--- src/rtl/thr_pkg.sv ---
package thr_pkg;
  localparam int DIV_W    = 3;
  localparam int DUTY_W   = 8;
  localparam int TEMP_W   = 14;
  localparam int ADDR_W   = 2;
  localparam int DATA_W   = 32;
  localparam int STAT_W   = 16;
  localparam int DUTY_LSB = 8;
  localparam int EN_BIT   = 31;
  localparam int ST_FORCE = 9;
  localparam int ST_THERM = 11;
  localparam int ST_DIV   = 12;

  typedef enum logic [ADDR_W-1:0] {
    SEL_FORCE = 2'd0,
    SEL_THERM = 2'd1,
    SEL_CRIT  = 2'd2,
    SEL_NONE  = 2'd3
  } reg_sel_e;

  typedef struct packed {
    logic [DUTY_W-1:0] duty;
    logic [DIV_W-1:0]  div;
  } setting_t;
endpackage

--- src/rtl/thr_regs.sv ---
module thr_regs
  import thr_pkg::*;
(
  input  logic              clk,
  input  logic              rst_n,
  input  logic              wr_en,
  input  logic [ADDR_W-1:0] wr_addr,
  input  logic [DATA_W-1:0] wr_data,
  output setting_t          force_set,
  output setting_t          therm_set,
  output logic              crit_en,
  output logic [TEMP_W-1:0] crit_thr
);
  setting_t wr_setting;
  logic     unused_hi;

  assign wr_setting.duty = wr_data[DUTY_LSB +: DUTY_W];
  assign wr_setting.div  = wr_data[DIV_W-1:0];
  assign unused_hi       = ^wr_data[EN_BIT-1:DUTY_LSB+DUTY_W];

  always_ff @(posedge clk) begin
    if (!rst_n) begin
      force_set <= '0;
      therm_set <= '0;
      crit_en   <= 1'b0;
      crit_thr  <= '0;
    end else if (wr_en) begin
      case (reg_sel_e'(wr_addr))
        SEL_FORCE: force_set <= wr_setting;
        SEL_THERM: therm_set <= wr_setting;
        SEL_CRIT: begin
          crit_en  <= wr_data[EN_BIT];
          crit_thr <= wr_data[TEMP_W-1:0];
        end
        default: ;
      endcase
    end
  end

  a_r9_unused_addr: assert property (@(posedge clk) disable iff (!rst_n)
    (wr_en && wr_addr == SEL_NONE) |=>
      ($stable(force_set) && $stable(therm_set) && $stable(crit_en) && $stable(crit_thr)));

  a_r3_force_release: assert property (@(posedge clk) disable iff (!rst_n)
    (wr_en && wr_addr == SEL_FORCE && wr_data[DIV_W-1:0] == '0) |=> (force_set.div == '0));
endmodule

--- src/rtl/thr_compare.sv ---
module thr_compare
  import thr_pkg::*;
(
  input  logic [TEMP_W-1:0] temp,
  input  logic              crit_en,
  input  logic [TEMP_W-1:0] crit_thr,
  output logic              hot
);
  always_comb hot = crit_en && (temp > crit_thr);
endmodule

--- src/rtl/thr_arbiter.sv ---
module thr_arbiter
  import thr_pkg::*;
(
  input  logic              clk,
  input  logic              rst_n,
  input  setting_t          force_set,
  input  setting_t          therm_set,
  input  logic              hot,
  output logic [DIV_W-1:0]  div_o,
  output logic [DUTY_W-1:0] duty_o,
  output logic [STAT_W-1:0] status_o
);
  logic          force_armed;
  setting_t      pick;
  logic [STAT_W-1:0] stat_next;

  always_comb begin
    force_armed = (force_set.div != '0);
    pick        = '0;
    stat_next   = '0;
    if (hot) begin
      pick                 = therm_set;
      stat_next[ST_THERM]  = 1'b1;
    end else if (force_armed) begin
      pick                 = force_set;
      stat_next[ST_FORCE]  = 1'b1;
    end
    stat_next[DUTY_W-1:0]          = pick.duty;
    stat_next[ST_DIV +: DIV_W]     = pick.div;
  end

  always_ff @(posedge clk) begin
    if (!rst_n) begin
      div_o    <= '0;
      duty_o   <= '0;
      status_o <= '0;
    end else begin
      div_o    <= pick.div;
      duty_o   <= pick.duty;
      status_o <= stat_next;
    end
  end

  a_r4_thermal_applied: assert property (@(posedge clk) disable iff (!rst_n)
    hot |=> (status_o[ST_THERM] && div_o == $past(therm_set.div) && duty_o == $past(therm_set.duty)));

  a_r2_force_applied: assert property (@(posedge clk) disable iff (!rst_n)
    (!hot && force_set.div != '0) |=> (status_o[ST_FORCE] && div_o == $past(force_set.div)
                                      && duty_o == $past(force_set.duty)));

  a_r5_idle_zero: assert property (@(posedge clk) disable iff (!rst_n)
    (!hot && force_set.div == '0) |=> (status_o == '0));

  a_r7_flags_exclusive: assert property (@(posedge clk) disable iff (!rst_n)
    $onehot0({status_o[ST_THERM], status_o[ST_FORCE]}));
endmodule

--- src/rtl/thermal_throttle.sv ---
module thermal_throttle
  import thr_pkg::*;
(
  input  logic              clk,
  input  logic              rst_n,
  input  logic              wr_en,
  input  logic [ADDR_W-1:0] wr_addr,
  input  logic [DATA_W-1:0] wr_data,
  input  logic [TEMP_W-1:0] temp_i,
  output logic [DIV_W-1:0]  div_o,
  output logic [DUTY_W-1:0] duty_o,
  output logic [STAT_W-1:0] status_o
);
  setting_t          force_set;
  setting_t          therm_set;
  logic              crit_en;
  logic [TEMP_W-1:0] crit_thr;
  logic              hot;

  thr_regs u_regs (
    .clk(clk), .rst_n(rst_n), .wr_en(wr_en), .wr_addr(wr_addr), .wr_data(wr_data),
    .force_set(force_set), .therm_set(therm_set), .crit_en(crit_en), .crit_thr(crit_thr)
  );

  thr_compare u_cmp (
    .temp(temp_i), .crit_en(crit_en), .crit_thr(crit_thr), .hot(hot)
  );

  thr_arbiter u_arb (
    .clk(clk), .rst_n(rst_n), .force_set(force_set), .therm_set(therm_set), .hot(hot),
    .div_o(div_o), .duty_o(duty_o), .status_o(status_o)
  );

  a_r8_div_field: assert property (@(posedge clk) disable iff (!rst_n)
    (status_o[ST_DIV +: DIV_W] == div_o) && (status_o[DUTY_W-1:0] == duty_o));

  a_r1_reset_clear: assert property (@(posedge clk)
    !rst_n |=> (status_o == '0 && div_o == '0 && duty_o == '0));
endmodule

--- config.mk ---
export PLATFORM = sky130hd
export DESIGN_NAME = thermal_throttle
export DESIGN_NICKNAME = d
export VERILOG_FILES = /design/src/rtl/thr_pkg.sv /design/src/rtl/thr_regs.sv /design/src/rtl/thr_compare.sv /design/src/rtl/thr_arbiter.sv /design/src/rtl/thermal_throttle.sv
export SDC_FILE = /design/constraint.sdc
export NUM_CORES = 1
export LEC_CHECK = 0
export BUFFER_PORTS_ARGS = -buffer_cell sky130_fd_sc_hd__buf_4
export CAP_MARGIN = 20
export CORE_UTILIZATION = 53
export DETAILED_ROUTE_END_ITERATION = 7
export GPL_TIMING_DRIVEN = 0
export PLACE_DENSITY = 0.84
export SYNTH_ARGS = -nofsm -noshare
export SYNTH_HDL_FRONTEND = slang
export SYNTH_SLANG_ARGS = --single-unit
--- constraint.sdc ---
create_clock -name clk -period 4.3 [get_ports clk]
set_input_delay 0.86 -clock clk [delete_from_list [all_inputs] [get_ports clk]]
set_output_delay 0.86 -clock clk [all_outputs]
set_load 0.01 [all_outputs]
==> flow_summary.toml <==
[outcome]
outcome = "completed"

[clock_tree]
clk_transition_reported_paths_ns = 0.09
cts-buffers-inserted = 5
cts_buffer_depth = 2
clock-sinks = 50
holdBufCountCts = 0
post_cts_buffers = 0
cts-root-buf = "clkbuf_8"
cts_tree = "built"
clk_latency_ns = 0.30
ctsResizeCount = 0
htreeDepth = 2

[cells_and_area]
design_area_um2 = 2830
area_growth_pct = 27.3
multi_input_area_um2 = 1010
nFillCells = 327
antenna_cells = 0
final_nets = 370
layout-drive-gt1-share_pct = 29.7
register_area_um2 = 1000
fin_util_pct = 70.8
final_cells = 356

[yosys]
synth_top_cell_by_area = "dfxtp_1"
yosys_warnings = 0
syn_inst = 237
ys.flop_type = "dfxtp_1"
yosys-top-cells-area = "dfxtp_1, mux2i_1, ha_1"
synth_common_cells = "dfxtp_1, nand2_1, nor2_1"
synth-edff-count = 0
synth_most_common_cell = "dfxtp_1"
synth_top_area_share_pct = 45.0
async_flop_share_pct = 0
ys_seq_elements = 50
syn_area_per_cell_um2 = 9.38
ys_types = 33
synthesis.area_um2 = 2220
ys_seq_area_share_pct = 45.0

[min_path]
holdCritStartpoint = "u_regs.crit_thr[1]"
hold_end = "u_regs.crit_thr[1]"
min_path_cells = 2
holdCritPathClass = "flip-flop to flip-flop"

[job]
timing.max_cap.violations = 0

[floorplan]
core-area_um2 = 4000
die_x_um = 66.8
ioPinCount = 78
initial_utilization_pct = 55.6
dieArea_um2 = 4460
die_h_um = 66.8
num_rows = 23

[critical_path]
reg2reg_slack_ns = 2.33
critPathKind = "input pin to flip-flop"
crit_path_end_kind = "flip-flop"
crit_path_start_kind = "input pin"
crit_fanout = 10
crit_arrival_ns = 2.45
rr_endpoint = "u_arb.status_o[7]"
cp.required_ns = 4.50
ff2ff_path_depth = 8
r2r-start = "u_regs.crit_thr[5]"

[routing]
drc = 0
drt_pass1_iterations = 6
wl_um = 4600
vias = 1806
routedWlPerCell_um = 12.9
viasPerCell = 5.07
drtIter0Drc = 71
antenna_left = 0

[pwr]
comb_power_share_pct = 12.5
pwr-share-seq_pct = 55.2
power_density_nw_per_um2 = 309
power_mw = 0.875
p_leak_nw = 1.29
switching_share_pct = 24.0
ir_drop_v = 0.000281
power.switching_mw = 0.210
clkPwrFrac_pct = 32.3
p_int_mw = 0.664

[timing]
setup-violations-final = 0
setup_ws_ns = 2.05
worstMarginPinSlew_ns = 0.640
fin_skew_ns = 0.00780
fmax_mhz = 444
period_minus_slack_ns = 2.25
rsz0062_at_grt = "no"
final_max_slew_viol_count = 0
post-route-period-util_pct = 52.3
hold_slack_ns = 0.459
slew-limit-headroom_pct = 57.2
hold_violations = 0
finalSetupTns_ns = 0

[placement]
pre_cts_ws_ns = 1.73
gp_congestion = 0.804
portBuffers = 59
hpwl_um = 3520
placedCellCount = 348
post_dp_cell_area_um2 = 2740

[global_routing]
grt_pass1_vias = 1724
overflow = 0
grt_pass1_wl_um = 7420
antenna_found_initial = 0
grt_usage_pct = 22.6
grt_start_max_net_pins = 16
[cell usage in the layout (no fill, tap or decap), types with 2 or more instances in the layout]
cell,netlist,layout
ha_1,14,14
a22o_2,2,2
nand2_1,33,33
nor2_1,24,24
buf_4,14,73
inv_1,15,15
a21oi_1,20,20
nand3b_1,2,2
buf_2,2,2
buf_6,2,2
clkbuf_1,5,6
a32o_1,8,8
mux2i_1,22,22
dfxtp_1,50,50
conb_1,1,3
and2_1,4,4
nand4_1,2,2
buf_1,2,2
clkbuf_8,0,6
[flip-flops by register name (all words and copies together), names as in the netlist]
name / flops
u_regs.therm_set: 11
u_arb.status_o: 10
u_regs.force_set: 11
u_regs.crit_en: 1
u_regs.crit_thr: 14
u_arb.div_o: 3
[worst max-delay path, stage by stage]
cell and delay, ns:
buf_4 0.11, ha_1 0.31, nand4_1 0.14, o21bai_1 0.20, a311oi_2 0.27, o21bai_2 0.15
buf_6 0.17, a32o_1 0.24
[power groups by stage]
| stage | Sequential (mW) | Clock, mW | Combinational [mW] |
|---|---|---|---|
| after floorplan | 0.493 | 0 | 0.0607 |
| after global placement | 0.493 | 0 | 0.106 |
| after detailed placement | 0.493 | 0 | 0.110 |
| after CTS | 0.483 | 0.286 | 0.110 |
| after global routing | 0.485 | 0.309 | 0.121 |
| final | 0.483 | 0.283 | 0.109 |
[area by class of cell]
| cell class | instances | area share, % |
|---|---|---|
| multi-input combinational | 149 | 35.7 |
| sequential | 50 | 35.4 |
| timing repair buffer | 59 | 15.6 |
| buffer | 25 | 5.79 |
| clock buffer | 7 | 3.05 |
| tap | 50 | 2.21 |
| inverter | 15 | 1.99 |
| clock inverter | 1 | 0.309 |
[per-layer routing]
metal / vias up / share of wire (%) / GRT usage [%]
li1: 919 / - / -
met1: 822 / 43 / 25.6
met2: 63 / 51 / 41.0
met3: 2 / 5.7 / 5.82
met4: 0 / 0.17 / 6.38
met5: - / 0 / 0
[worst max path at each step]
stage / startpoint / end / slack [ns] / depth (start not counted)
finish: temp_i[5] / u_arb.status_o[7] / 2.05 / 8
global route: temp_i[5] / u_arb.status_o[7] / 1.98 / 8
CTS: temp_i[5] / u_arb.status_o[7] / 2.04 / 8
detailed placement: temp_i[5] / u_arb.status_o[1] / 1.73 / 8
global placement: temp_i[5] / u_arb.status_o[0] / 1.74 / 8
floorplan: temp_i[13] / u_arb.div_o[1] / 2.00 / 7
[cell families (layout without fill, tap and decap cells)]
logic type | after synthesis | after routing | synth area share, %
AO/OA/AOI/OAI | 39 | 39 | 13.1
adder cells (fa/ha/maj) | 14 | 14 | 7.88
buffers and inverters | 40 | 107 | 9.90
flip-flops | 50 | 50 | 45.0
multiplexers | 22 | 22 | 9.90
other | 1 | 3 | 0.169
AND/OR/NAND/NOR | 71 | 71 | 14.0
Note: power is estimated with default switching activity, not from simulation.
